--- config.mk ---
export PLATFORM = sky130hd
export DESIGN_NAME = spi_fifo_master
export DESIGN_NICKNAME = d
export VERILOG_FILES = /design/src/rtl/spim_pkg.sv /design/src/rtl/spim_fifo.sv /design/src/rtl/spim_shifter.sv /design/src/rtl/spi_fifo_master.sv
export SDC_FILE = /design/constraint.sdc
export NUM_CORES = 1
export LEC_CHECK = 0
export ABC_AREA = 0
export BUFFER_PORTS_ARGS = -buffer_cell sky130_fd_sc_hd__buf_2
export CAP_MARGIN = 20
export CELL_PAD_IN_SITES_DETAIL_PLACEMENT = 1
export CELL_PAD_IN_SITES_GLOBAL_PLACEMENT = 1
export CORE_MARGIN = 8
export CORE_UTILIZATION = 40
export CTS_CLUSTER_DIAMETER = 150
export CTS_CLUSTER_SIZE = 28
export DETAILED_ROUTE_END_ITERATION = 16
export PLACE_DENSITY = 0.76
export SLEW_MARGIN = 20
export SYNTH_ARGS = -nofsm -noshare
export SYNTH_HDL_FRONTEND = slang
export SYNTH_SLANG_ARGS = --single-unit
--- constraint.sdc ---
create_clock -name clk -period 14.25 [get_ports clk]
set_input_delay 0.7125 -clock clk [delete_from_list [all_inputs] [get_ports clk]]
set_output_delay 0.7125 -clock clk [all_outputs]
set_load 0.01 [all_outputs]
--- src/rtl/spim_pkg.sv ---
package spim_pkg;

    localparam int WORD_W     = 16;
    localparam int FIFO_DEPTH = 8;
    localparam int ADDR_W     = 12;
    localparam int SIZE_W     = 4;
    localparam int DIV_W      = 8;

    // Register word indices (byte offset / 4); software decodes these.
    localparam logic [9:0] RG_FRAME = 10'd0;
    localparam logic [9:0] RG_CTRL  = 10'd1;
    localparam logic [9:0] RG_DATA  = 10'd2;
    localparam logic [9:0] RG_STAT  = 10'd3;
    localparam logic [9:0] RG_DIV   = 10'd4;
    localparam logic [9:0] RG_IEN   = 10'd5;
    localparam logic [9:0] RG_IRAW  = 10'd6;
    localparam logic [9:0] RG_IACT  = 10'd7;
    localparam logic [9:0] RG_DMA   = 10'd8;

    // Control bit positions
    localparam int CB_LOOP   = 0;
    localparam int CB_ENABLE = 1;

    typedef struct packed {
        logic busy;
        logic rx_full;
        logic rx_nempty;
        logic tx_nfull;
        logic tx_empty;
    } stat_t;

    typedef struct packed {
        logic       tx_low;
        logic       rx_high;
        logic [1:0] unused;
    } irq_t;

    function automatic logic [WORD_W-1:0] frame_mask(input logic [SIZE_W-1:0] size);
        logic [WORD_W-1:0] m;
        for (int i = 0; i < WORD_W; i++) begin
            m[i] = (i <= int'(size));
        end
        return m;
    endfunction

    function automatic logic [7:0] id_byte(input logic [2:0] idx);
        case (idx)
            3'd0:    return 8'h22;
            3'd1:    return 8'h10;
            3'd2:    return 8'h04;
            3'd3:    return 8'h00;
            3'd4:    return 8'h0D;
            3'd5:    return 8'hF0;
            3'd6:    return 8'h05;
            default: return 8'hB1;
        endcase
    endfunction

endpackage

--- src/rtl/spim_fifo.sv ---
module spim_fifo #(
    parameter int W     = 16,
    parameter int DEPTH = 8,
    localparam int PW   = (DEPTH > 1) ? $clog2(DEPTH) : 1,
    localparam int CW   = $clog2(DEPTH + 1)
) (
    input  logic          clk,
    input  logic          rst,
    input  logic          push,
    input  logic [W-1:0]  din,
    input  logic          pop,
    output logic [W-1:0]  dout,
    output logic [CW-1:0] count,
    output logic          full,
    output logic          empty
);

    logic [W-1:0]  mem [DEPTH];
    logic [PW-1:0] wptr, rptr;

    function automatic logic [PW-1:0] bump(input logic [PW-1:0] p);
        return (p == PW'(DEPTH - 1)) ? '0 : p + 1'b1;
    endfunction

    always_ff @(posedge clk) begin
        if (push) mem[wptr] <= din;
    end

    always_ff @(posedge clk) begin
        if (rst) begin
            wptr  <= '0;
            rptr  <= '0;
            count <= '0;
        end else begin
            if (push) wptr <= bump(wptr);
            if (pop)  rptr <= bump(rptr);
            case ({push, pop})
                2'b10:   count <= count + 1'b1;
                2'b01:   count <= count - 1'b1;
                default: count <= count;
            endcase
        end
    end

    assign dout  = mem[rptr];
    assign full  = (count == CW'(DEPTH));
    assign empty = (count == '0);

    assert_no_overflow_R3: assert property (@(posedge clk) disable iff (rst)
        push |-> !full);

    assert_no_underflow_R4: assert property (@(posedge clk) disable iff (rst)
        pop |-> !empty);

    assert_count_bound_R9: assert property (@(posedge clk) disable iff (rst)
        count <= CW'(DEPTH));

endmodule

--- src/rtl/spim_shifter.sv ---
module spim_shifter #(
    parameter int W  = 16,
    parameter int SW = 4,
    parameter int DW = 8
) (
    input  logic          clk,
    input  logic          rst,
    input  logic          start,
    input  logic [W-1:0]  word,
    input  logic [SW-1:0] top_bit,
    input  logic [DW-1:0] div,
    input  logic          miso,
    output logic          sclk,
    output logic          mosi,
    output logic          ncs,
    output logic          busy,
    output logic          done,
    output logic [W-1:0]  rx_word
);

    logic [DW-1:0] half_q, cnt_q;
    logic [SW-1:0] idx_q;
    logic [W-1:0]  tx_q, rx_q;
    logic          busy_q, sclk_q;
    logic          edge_now;

    assign edge_now = busy_q && (cnt_q == half_q - 1'b1);

    always_ff @(posedge clk) begin
        if (rst) begin
            busy_q <= 1'b0;
            sclk_q <= 1'b0;
            cnt_q  <= '0;
            idx_q  <= '0;
            tx_q   <= '0;
            rx_q   <= '0;
            half_q <= DW'(1);
        end else if (!busy_q) begin
            if (start) begin
                busy_q <= 1'b1;
                sclk_q <= 1'b0;
                cnt_q  <= '0;
                idx_q  <= top_bit;
                tx_q   <= word;
                rx_q   <= '0;
                half_q <= (div == '0) ? DW'(1) : div;
            end
        end else if (edge_now) begin
            cnt_q <= '0;
            if (!sclk_q) begin
                sclk_q <= 1'b1;
                rx_q   <= {rx_q[W-2:0], miso};
            end else begin
                sclk_q <= 1'b0;
                if (idx_q == '0) busy_q <= 1'b0;
                else             idx_q  <= idx_q - 1'b1;
            end
        end else begin
            cnt_q <= cnt_q + 1'b1;
        end
    end

    assign sclk    = sclk_q;
    assign mosi    = busy_q & tx_q[idx_q];
    assign ncs     = ~busy_q;
    assign busy    = busy_q;
    assign done    = edge_now && sclk_q && (idx_q == '0);
    assign rx_word = rx_q;

    assert_sclk_in_frame_R8: assert property (@(posedge clk) disable iff (rst)
        sclk |-> !ncs);

    assert_no_restart_R8: assert property (@(posedge clk) disable iff (rst)
        busy_q |-> !start);

endmodule

--- src/rtl/spi_fifo_master.sv ---
module spi_fifo_master
    import spim_pkg::*;
#(
    parameter int WW    = spim_pkg::WORD_W,
    parameter int DEPTH = spim_pkg::FIFO_DEPTH,
    parameter int AW    = spim_pkg::ADDR_W,
    localparam int CW   = $clog2(DEPTH + 1),
    localparam int HALF = DEPTH / 2
) (
    input  logic          clk,
    input  logic          rst,
    input  logic [AW-1:0] bus_addr,
    input  logic          bus_wr,
    input  logic          bus_rd,
    input  logic [15:0]   bus_wdata,
    output logic [15:0]   bus_rdata,
    output logic          irq,
    output logic          spi_sclk,
    output logic          spi_mosi,
    input  logic          spi_miso,
    output logic          spi_ncs
);

    logic [15:0]       frame_q;
    logic [3:0]        ctrl_q;
    logic [DIV_W-1:0]  div_q;
    logic [3:0]        ien_q;

    logic [9:0]        reg_sel;
    logic              id_win;
    logic [WW-1:0]     fmask;

    logic              tx_push, tx_pop, tx_full, tx_empty;
    logic [WW-1:0]     tx_din, tx_dout;
    logic [CW-1:0]     tx_count;
    logic              rx_push, rx_pop, rx_full, rx_empty;
    logic [WW-1:0]     rx_din, rx_dout;
    logic [CW-1:0]     rx_count;

    logic              start, lb_push, ser_start;
    logic              eng_busy, eng_done;
    logic [WW-1:0]     eng_rx;

    stat_t             stat;
    irq_t              raw;
    logic [3:0]        active;

    assign reg_sel = bus_addr[AW-1:2];
    assign id_win  = (bus_addr[AW-1:5] == '1);
    assign fmask   = frame_mask(frame_q[SIZE_W-1:0]);

    // Register writes
    always_ff @(posedge clk) begin
        if (rst) begin
            frame_q <= '0;
            ctrl_q  <= '0;
            div_q   <= '0;
            ien_q   <= '0;
        end else if (bus_wr && !id_win) begin
            case (reg_sel)
                RG_FRAME: frame_q <= bus_wdata;
                RG_CTRL:  ctrl_q  <= bus_wdata[3:0];
                RG_DIV:   div_q   <= bus_wdata[DIV_W-1:0];
                RG_IEN:   ien_q   <= bus_wdata[3:0];
                default:  ;
            endcase
        end
    end

    // Queue access from the bus
    assign tx_push = bus_wr && !id_win && (reg_sel == RG_DATA) && !tx_full;
    assign tx_din  = WW'(bus_wdata) & fmask;
    assign rx_pop  = bus_rd && !id_win && (reg_sel == RG_DATA) && !rx_empty;

    // Transfer sequencing: one word in flight, receive slot reserved by the
    // fact that only the sequencer pushes into the receive queue.
    assign start     = ctrl_q[CB_ENABLE] && !tx_empty && (rx_count < CW'(DEPTH)) && !eng_busy;
    assign tx_pop    = start;
    assign lb_push   = start && ctrl_q[CB_LOOP];
    assign ser_start = start && !ctrl_q[CB_LOOP];
    assign rx_push   = lb_push || eng_done;
    assign rx_din    = (lb_push ? tx_dout : eng_rx) & fmask;

    spim_fifo #(.W(WW), .DEPTH(DEPTH)) u_txq (
        .clk(clk), .rst(rst), .push(tx_push), .din(tx_din), .pop(tx_pop),
        .dout(tx_dout), .count(tx_count), .full(tx_full), .empty(tx_empty)
    );

    spim_fifo #(.W(WW), .DEPTH(DEPTH)) u_rxq (
        .clk(clk), .rst(rst), .push(rx_push), .din(rx_din), .pop(rx_pop),
        .dout(rx_dout), .count(rx_count), .full(rx_full), .empty(rx_empty)
    );

    spim_shifter #(.W(WW), .SW(SIZE_W), .DW(DIV_W)) u_shift (
        .clk(clk), .rst(rst), .start(ser_start), .word(tx_dout),
        .top_bit(frame_q[SIZE_W-1:0]), .div(div_q), .miso(spi_miso),
        .sclk(spi_sclk), .mosi(spi_mosi), .ncs(spi_ncs),
        .busy(eng_busy), .done(eng_done), .rx_word(eng_rx)
    );

    // Status and interrupts
    always_comb begin
        stat.tx_empty  = tx_empty;
        stat.tx_nfull  = !tx_full;
        stat.rx_nempty = !rx_empty;
        stat.rx_full   = rx_full;
        stat.busy      = !tx_empty;
        raw.unused     = 2'b00;
        raw.rx_high    = (rx_count >= CW'(HALF));
        raw.tx_low     = (tx_count <= CW'(HALF));
    end

    assign active = raw & ien_q;
    assign irq    = |active;

    // Read mux
    always_comb begin
        bus_rdata = '0;
        if (id_win) begin
            bus_rdata = {8'h00, id_byte(bus_addr[4:2])};
        end else begin
            case (reg_sel)
                RG_FRAME: bus_rdata = frame_q;
                RG_CTRL:  bus_rdata = {12'h000, ctrl_q};
                RG_DATA:  bus_rdata = rx_empty ? 16'h0000 : 16'(rx_dout);
                RG_STAT:  bus_rdata = {11'h000, stat};
                RG_DIV:   bus_rdata = 16'(div_q);
                RG_IEN:   bus_rdata = {12'h000, ien_q};
                RG_IRAW:  bus_rdata = {12'h000, raw};
                RG_IACT:  bus_rdata = {12'h000, active};
                default:  bus_rdata = '0;
            endcase
        end
    end

    assert_tx_hold_when_off_R5: assert property (@(posedge clk) disable iff (rst)
        (!ctrl_q[CB_ENABLE] && !tx_push) |=> (tx_count == $past(tx_count)));

    assert_rx_room_R6: assert property (@(posedge clk) disable iff (rst)
        rx_push |-> !rx_full);

    assert_loop_no_frame_R7: assert property (@(posedge clk) disable iff (rst)
        lb_push |=> spi_ncs);

    assert_irq_follows_mask_R10: assert property (@(posedge clk) disable iff (rst)
        (ien_q == '0) |-> !irq);

endmodule

==> impl.org, run 1 <==
** Yosys
- Multiplexer share of the synthesized area :: 13.5%
- The share of the Yosys chip area taken by registers is 64.6%.
- EDFF count, synth :: 256
- Adder and majority cell fraction of the synthesized area :: 1.51%
- Seq cells post-synth :: 368
- Most common flop cell mapped by yosys :: edfxtp_1
- Post-synth top area share :: 50.0%
- Summing the areas of all compound-gate instances in the mapped netlist gives 7.85% of the synthesized area.
- Dominant combinational cell family by area after synthesis :: multiplexers
- After synthesis, the mean cell area works out to 14.0 um2.
- Synthesized Nets :: 1149
- Number of warning messages in the yosys log :: 0
- Summed over all instances, the cell type with the most area after synthesis is edfxtp_1.
- The synthesized netlist devotes 9.26% of its cell area to simple gates.
- Synth async-reset ratio :: 0%
- Cell types with the largest area share after synthesis :: edfxtp_1 (50%), dfxtp_1 (15%), mux4_2 (10%)
- Yosys mapped the design onto 63 distinct sky130hd cell types.
- Gate count of the mapped netlist :: 1098
- The synthesized netlist occupies a cell area of 0.0154 mm2.
- Xor/xnor share of the synthesized area :: 0.969%

** Worst setup path
- Crit path capture :: u_rxq.count[2]$_SDFFE_PP0P_
- Ordered list of cells on the worst path :: or4_1 -> or3_1 -> a2111o_1 -> nor3_4 -> a21oi_2 -> buf_4 -> ha_1 -> xor2_1 -> ha_1 -> a21oi_1 -> xor2_1 -> or3_1 -> a21oi_1
- Tracing the worst setup path back leads to its startpoint at u_shift.half_q[2]$_SDFFE_PP0P_.
- The number of cells on the worst reg-to-reg path is 13.
- Highest fanout seen on the critical path :: 16
- Worst Setup End Kind :: flop
- Data required time at the worst endpoint :: 14.69 ns
- Worst R2R Setup Slack :: 10.09 ns
- Data arrival time of the worst path :: 4.60 ns
- Type of the worst setup path :: reg2reg
- Slowest cell on the critical path :: or4_1
- For this run, the slowest stage of the critical path takes 0.58 ns.
- Reg-to-reg startpoint :: u_shift.half_q[2]$_SDFFE_PP0P_
- In this run the critical register-to-register path is captured at u_rxq.count[2]$_SDFFE_PP0P_.
- STA classifies the critical path startpoint as a flop.

** Global route
- The initial antenna violation count was 0.
- Met3 routing resource usage after global routing :: 1.87%
- GR met1 Demand/Resource :: 21.1%
- GRT met2 Usage :: 30.1%
- Vias in the first global route :: 9781
- Largest net degree at the start of global routing :: 86
- In the global route stage, overall resource usage came out at 16.6%.
- First-pass GRT wire length :: 57.6 mm
- Global route overflow :: 0
- met2 is the most crowded layer.

** Placement
- Detail Placement HPWL :: 26.0 mm
- Number of placed instances, taps included :: 1618
- Pre-CTS setup slack :: 10.15 ns
- Post-detailed-placement cell area :: 0.0163 mm2
- Final weighted congestion of routability-driven global placement :: 0.776
- The count of buffers added on input and output ports is 50.

** Floorplan
- The die covers 0.0449 mm2.
- Site row count :: 71
- For this configuration, the core starts out at a cell density of 40.7%.
- The region available for standard cell placement spans 0.0378 mm2.
- Horiz. Die Dim :: 212 um
- Vert. Die Dim :: 212 um
- Pin placement for this block handled 53 I/O pins.

** Min path
- Startpoint of the worst hold path :: bus_wdata[11]
- Worst hold path class :: in2reg

** CTS
- CTS saw 368 sinks.
- Hold repair after CTS inserted 0 buffers.
- Clock Tree Buf Depth :: 3
- Buffers inserted during clock tree synthesis total 17.
- The root buffer cell chosen for the clock tree is clkbuf_16.
- The later pin in the worst-skew pair is clocked with a latency of 0.52 ns.
- In this run the number of H-tree levels came out at 1.
- TritonCTS built the clock tree.
- Number of buffers inserted by post-CTS setup repair :: 0
- Clock-pin slew of the registers on the worst-case setup and hold paths :: 0.11 ns
- Once the clock tree was built, the resizer swapped 0 gates to a different size.

** Pwr
- For this design the static power due to leakage is 5.21 nW.
- Power comes to 1.70 mW.
- VDD sags by at most 75.2 uV.
- For this design the ratio of total power to cell area is 101 mW/mm2.

** Flow run
- Across the run, the number of max-cap violations was 0.

** Route
- The count of nets left with antenna violations once routing finished came out at 0.
- Across all layers, the routed design uses 9247 vias.
- Total wire length after detailed routing :: 37.7 mm
- After detailed routing, the number of remaining DRC violations is 0.
- Drt initial violations :: 607
- After detailed routing, the average wire length per cell comes to 22.8 um.
- Before antenna repair, the detailed router went through 5 iterations.
- Routed via count divided by cell count :: 5.60

** Finish
- Area Overhead vs Synth :: 9.71%
- Diodes inserted :: 0
- Design area :: 0.0169 mm2
- The multi-input combinational cells in the finished layout cover a total of 0.00523 mm2.
- Number of nets in the finished design :: 1180
- Count of non-filler cells in the finished layout :: 1650
- Share of post-route cells with drive strength above 1 :: 17.5%
- For this run, the share of the core covered by cells in the final layout is 44.6%.
- Registers take 0.00993 mm2.
- After filler insertion, the fill cell instance count of the layout stands at 3794.

** Timing
- Max frequency :: 0.240 GHz
- Setup repair after global routing left no endpoint under its margin.
- Period Utilization, post-route :: 29.2%
- Final setup skew :: 0.0337 ns
- Remaining max-slew budget at the tightest pin :: 24.5%
- Minimum clock period :: 4.16 ns
- For the pin with the worst max-slew slack, the measured transition is 1.13 ns.
- Final total negative setup slack :: 0 ns
- The number of slew-limit violations in the final report was 0.
- Setup violations remaining at the end of the flow were counted as 0.
- In the post-route analysis, the smallest setup slack over all paths is 10.09 ns.
- The number of endpoints with negative hold slack in the final report was 0.
- Hold_ws :: 0.437 ns

** Run status
- The flow ran to the end, and the final reports show no timing, DRC or antenna violations.
[logic make-up (layout without fill, tap and decap cells)]
family / Yosys count / count (layout)
xor+xnor: 17 / 17
fa+ha+maj: 18 / 18
compound gates: 184 / 184
mux: 121 / 121
buf+inv: 89 / 130
simple gates: 301 / 301
flops: 368 / 368
[metal layers]
| layer | vias up | routed length [um] |
|---|---|---|
| met4 | 0 | 717 |
| met2 | 189 | 19400 |
| met1 | 4781 | 16100 |
| met5 | - | 0 |
| li1 | 4234 | - |
| met3 | 43 | 1420 |
[how the worst min path moves through the flow]
| stage | endpoint | slack [ns] | cells after the start |
|---|---|---|---|
| floorplan | frame_q[4]$_SDFFE_PP0P_ | 0.44 | 2 |
| global placement | frame_q[6]$_SDFFE_PP0P_ | 0.44 | 2 |
| detailed placement | frame_q[4]$_SDFFE_PP0P_ | 0.45 | 2 |
| CTS | frame_q[11]$_SDFFE_PP0P_ | 0.42 | 3 |
| global route | frame_q[14]$_SDFFE_PP0P_ | 0.43 | 3 |
| finish | frame_q[11]$_SDFFE_PP0P_ | 0.44 | 3 |
[cell usage after synthesis (11+ instances only)]
master / instances
clkbuf_1: 52
o21ai_0: 35
mux4_2: 69
dfxtp_1: 112
buf_1: 11
nand3_1: 18
a21oi_1: 58
a22o_1: 16
a211oi_1: 29
nor3_1: 15
nor2_1: 94
edfxtp_1: 256
ha_1: 17
nand2_1: 99
mux2i_1: 49
inv_1: 21
[flip-flops by register name, indices dropped and copies added (netlist names), 4 cells and up, named ones only]
signal	flops
ctrl_q	4
div_q	8
frame_q	16
ien_q	4
u_rxq.count	4
u_rxq.mem	128
u_shift.cnt_q	8
u_shift.half_q	8
u_shift.idx_q	4
u_shift.rx_word	16
u_shift.tx_q	16
u_txq.count	4
u_txq.mem	128
[critical path, delay by kind of cell (launching register included)]
kind / cells / cell delay (ns)
DFF: 1 / 0.41
AOI/OAI and AO/OA: 4 / 0.85
buffers and inverters: 1 / 0.24
adders and majority gates: 2 / 0.47
xor gates and xnor gates: 2 / 0.25
and+or+nand+nor: 4 / 1.84
[cells in the final DEF (no fill, tap or decap), drive strengths merged, types with 5 or more instances in the layout]
cell and n:
nor3 16, a22o 16, or4 5, xnor2 10, a2111oi 5, dfxtp 112, o31ai 5, mux4 69
nand2b 7, and3 7, xor2 7, nor4 5, nand3b 5, ha 17, a21oi 58, clkbuf 29
or3 10, nor3b 7, inv 21, nor2b 7, edfxtp 256, a211oi 29, nand4 5, nor2 94
nand2 99, mux2i 49, o21ai 35, nand3 18, buf 78
[cell type report]
type / count / share of cell area, %
clock buffer: 28 / 2.77
inverter: 22 / 0.490
timing repair buffer: 79 / 2.79
multi-input combinational: 641 / 31.1
sequential: 368 / 58.9
tap: 511 / 3.79
clock inverter: 1 / 0.178
[where the power goes]
part / internal (mW) / total (mW) / leakage, nW / switching [mW]
combinational: 0.00569 / 0.0211 / 1.81 / 0.0154
sequential: 1.13 / 1.13 / 3.17 / 0.0000478
clock: 0.233 / 0.555 / 0.234 / 0.323
No activity file was read; power rests on OpenSTA's default activity.
==> run 2, diff against run 1 <==
ABC_AREA = 1   (was 0)
PLACE_DENSITY = 0.79   (was 0.76)
clock period = 4 ns   (was 14.25 ns; I/O delays follow)
==> impl.org, run 2 <==
** Yosys
- For this run, the number of Yosys warnings is 0.
- The synthesized design contains 256 enable-type register cells.
- After synthesis, the most frequently instantiated cells are nor2_1 (275), edfxtp_1 (256), nand2_1 (198).
- In this run the cell area of the synthesized design comes to 0.0159 mm2.
- By area the synthesized netlist is led by edfxtp_1 (48%), dfxtp_1 (14%), nor2_1 (6.5%).
- Synth async-reset ratio :: 0%
- Post-synth top area share :: 48.3%
- Sequential-to-total area share from yosys stat :: 62.4%
- Most common flop cell mapped by yosys :: edfxtp_1
- Synthesized Nets :: 1644
- Synthesis handed over a netlist of 1593 instances.
- Counting distinct cell types in the post-synthesis netlist gives 42.
- Cell with the most instances after synthesis :: nor2_1
- A synthesized cell averages 9.99 um2.
- Seq cells post-synth :: 368
- Library cell occupying the most area in the post-synthesis netlist :: edfxtp_1

** CTS
- Num CTS Buffers :: 17
- For this design, the sink count on the clock tree is 368.
- After clock tree synthesis, the clock-pin slew on the worst setup and hold paths is 0.12 ns.
- H-tree levels :: 1
- For the worst-skew pair, the clock arrives at the later sink with an insertion delay of 0.53 ns.
- No sink is reached through more buffers than the 3 on the longest clock path.
- Clock root cell :: clkbuf_16
- Once the clock tree was built, the resizer swapped 0 gates to a different size.
- TritonCTS built the clock tree.

** Timing
- Final setup skew :: 0.0385 ns
- Remaining max-slew budget at the tightest pin :: 28.3%
- Max frequency :: 0.298 GHz
- Transition time at the pin with the least slew margin :: 1.07 ns
- The number of endpoints with negative hold slack in the final report was 0.
- The number of slew-limit violations in the final report is 0.
- After routing, the total negative slack on setup checks comes to 0 ns.
- Setup repair after global routing left no endpoint under its margin.
- The worst path uses 83.8% of the clock period.
- Setup violations remaining at the end of the flow were counted as 0.
- Minimum clock period :: 3.35 ns

** Finish
- Most common cell after layout, fill and taps aside :: nor2_1
- In the layout the commonest cells are nor2_1 (273), edfxtp_1 (256), nand2_1 (198).
- Fin util :: 43.9%
- Number of nets in the finished design :: 1670
- The repair_antennas step left the layout with diodes totalling 0.
- Area Overhead vs Synth :: 9.06%
- Counting the fill cells in the layout gives 4437.
- In the final layout, the share of cells above drive strength 1 is 8.23%.
- Registers take 0.00993 mm2.
- Summing all non-filler instances in the final layout gives an area of 0.0174 mm2.
- Summing all multi-input logic gate instances after layout gives 0.00522 mm2.
- In the final layout, the registers with the most flip-flops are u_rxq.mem x128, u_txq.mem x128.

** Floorplan
- From left edge to right edge, the die measures 215 um.
- The floorplan step set the die height to 215 um.
- Starting density of the core :: 40.2%
- Site row count :: 73
- 53 I/O pins were placed.
- The total area inside the core boundary comes to 0.0395 mm2.
- The die covers 0.0464 mm2.

** Global route
- The first global-routing pass estimated 69.1 mm of wire.
- Across every metal layer, demand over resource in global routing totals 18.5%.
- The initial antenna violation count came to 0.
- Global route overflow :: 0
- Largest net degree at the start of global routing :: 65
- Vias in the first global route :: 12100

** Min path
- The worst hold path belongs to the class in2reg.
- Counting instances, the worst hold path has a depth of 3.

** Pwr
- Combinational cells account for 1.3% of the total power.
- Dividing total power by cell area gives a power density of 352 mW/mm2.
- Net switching is 20.3% of the power.
- Sequential fraction of design power :: 65.8%
- Summing internal, switching and leakage power gives 6.10 mW.
- The clock network accounts for 32.8% of the total power.
- The worst-case IR drop observed on VDD is 221 uV.
- Leak pwr :: 6.39 nW
- Internal cell power :: 4.87 mW
- Switching component of the power :: 1.24 mW

** Flow run
- Max-cap violations in this run came to 0.

** Route
- Residual antenna-violating net count after detailed routing :: 0
- Drt initial violations :: 1033
- DRC errors left :: 0
- The routed design has 44.2 mm of wire.
- First-pass DRT Iterations :: 5
- In the final routed layout, each cell accounts on average for 20.5 um.
- After detailed routing, the number of vias per cell comes to 5.50.
- Via total after detailed routing :: 11800

** Worst setup path
- Type of the worst setup path :: reg2reg
- Highest fanout seen on the critical path :: 7
- R2r worst-path depth :: 20
- Data arrival time of the worst path :: 3.77 ns
- Worst Setup End Kind :: flop
- Data required time at the worst endpoint :: 4.42 ns
- STA classifies the critical path startpoint as a flop.

** Placement
- Post-detailed-placement cell area :: 0.0168 mm2
- Detailed placement finished with a half-perimeter wire length of 29.8 mm.
- Final weighted congestion of routability-driven global placement :: 0.832
- Number of buffers inserted by port buffering :: 50

** Run status
- Status :: finished clean
run 2: stage by stage:
| stage | hold WS [ns] | instances | setup WS (ns) |
|---|---|---|---|
| final | 0.0187 | 2153 | 0.648 |
| after detailed placement | 0.478 | 2120 | 0.652 |
| after global routing | 0.0197 | 2153 | 0.243 |
| after floorplan | 0.299 | 1593 | 0.867 |
| after global placement | 0.465 | 2120 | 0.775 |
| after CTS | 0.0110 | 2153 | 0.575 |
run 2: routing by layer:
| metal | track usage [%] | vias up | share of wire (%) |
|---|---|---|---|
| met4 | 4.49 | 0 | 2.2 |
| met1 | 25.0 | 5895 | 45 |
| met5 | 0 | - | 0 |
| met3 | 2.13 | 52 | 4.7 |
| li1 | - | 5618 | - |
| met2 | 31.5 | 281 | 48 |
run 2: cell families after synthesis:
kind of cell               Yosys count  share of synthesized area, %
and+or+nand+nor                    577                          14.9
AOI/OAI and AO/OA                  387                          14.4
DFF                                368                          62.4
buffers and inverters              216                          5.21
muxes                               18                          1.13
adders and majority gates           18                          1.46
xor gates and xnor gates             9                         0.495
run 2: worst paths after layout:
path / start / end / slack (ns)
worst max-delay path: u_shift.half_q[0]$_SDFFE_PP1P_ / u_rxq.count[3]$_SDFFE_PP0P_ / 0.65
worst max register to register: u_shift.half_q[0]$_SDFFE_PP1P_ / u_rxq.count[3]$_SDFFE_PP0P_ / 0.65
worst min register to register: u_txq.count[0]$_SDFFE_PP0P_ / u_txq.count[0]$_SDFFE_PP0P_ / 0.50
worst min-delay path: bus_wdata[6] / frame_q[6]$_SDFFE_PP0P_ / 0.02
run 2: final cells by class:
type	instances	area share, %
Clock inverter	1	0.173
Multi-Input combinational cell	1009	30.1
Tap cell	525	3.78
Timing Repair Buffer	87	3.11
Inverter	136	2.95
Clock buffer	27	2.67
Sequential cell	368	57.2
run 2: what timing repair did:
item,in CTS,in global routing
endpoints found under the setup margin,0,0
setup buffers,0,0
hold endpoints to repair,10,0
hold buffers,5,0
run 2: power by group through the flow:
stage                     clock (mW)  sequential (mW)  combinational [mW]
final                           2.01             4.02              0.0818
after floorplan                    0             4.10              0.0348
after CTS                       2.03             4.02              0.0815
after detailed placement           0             4.10              0.0773
after global routing            2.15             4.02              0.0889
after global placement             0             4.10              0.0756
run 2: critical path, cell delays in order (launching register included):
cell and delay, ns:
dfxtp_1 0.35, inv_1 0.15, ha_1 0.29, inv_1 0.06
nand2_1 0.08, nand2_1 0.05, nand2_1 0.05, nand2_1 0.04
nor2_1 0.10, nand3_1 0.11, nor2_2 0.21, nand3_1 0.12
nand2_1 0.22, inv_1 0.25, ha_1 0.32, xnor2_1 0.17
nand3b_1 0.20, a21oi_1 0.15, o21ai_0 0.11, o21ai_0 0.16
a21oi_1 0.06
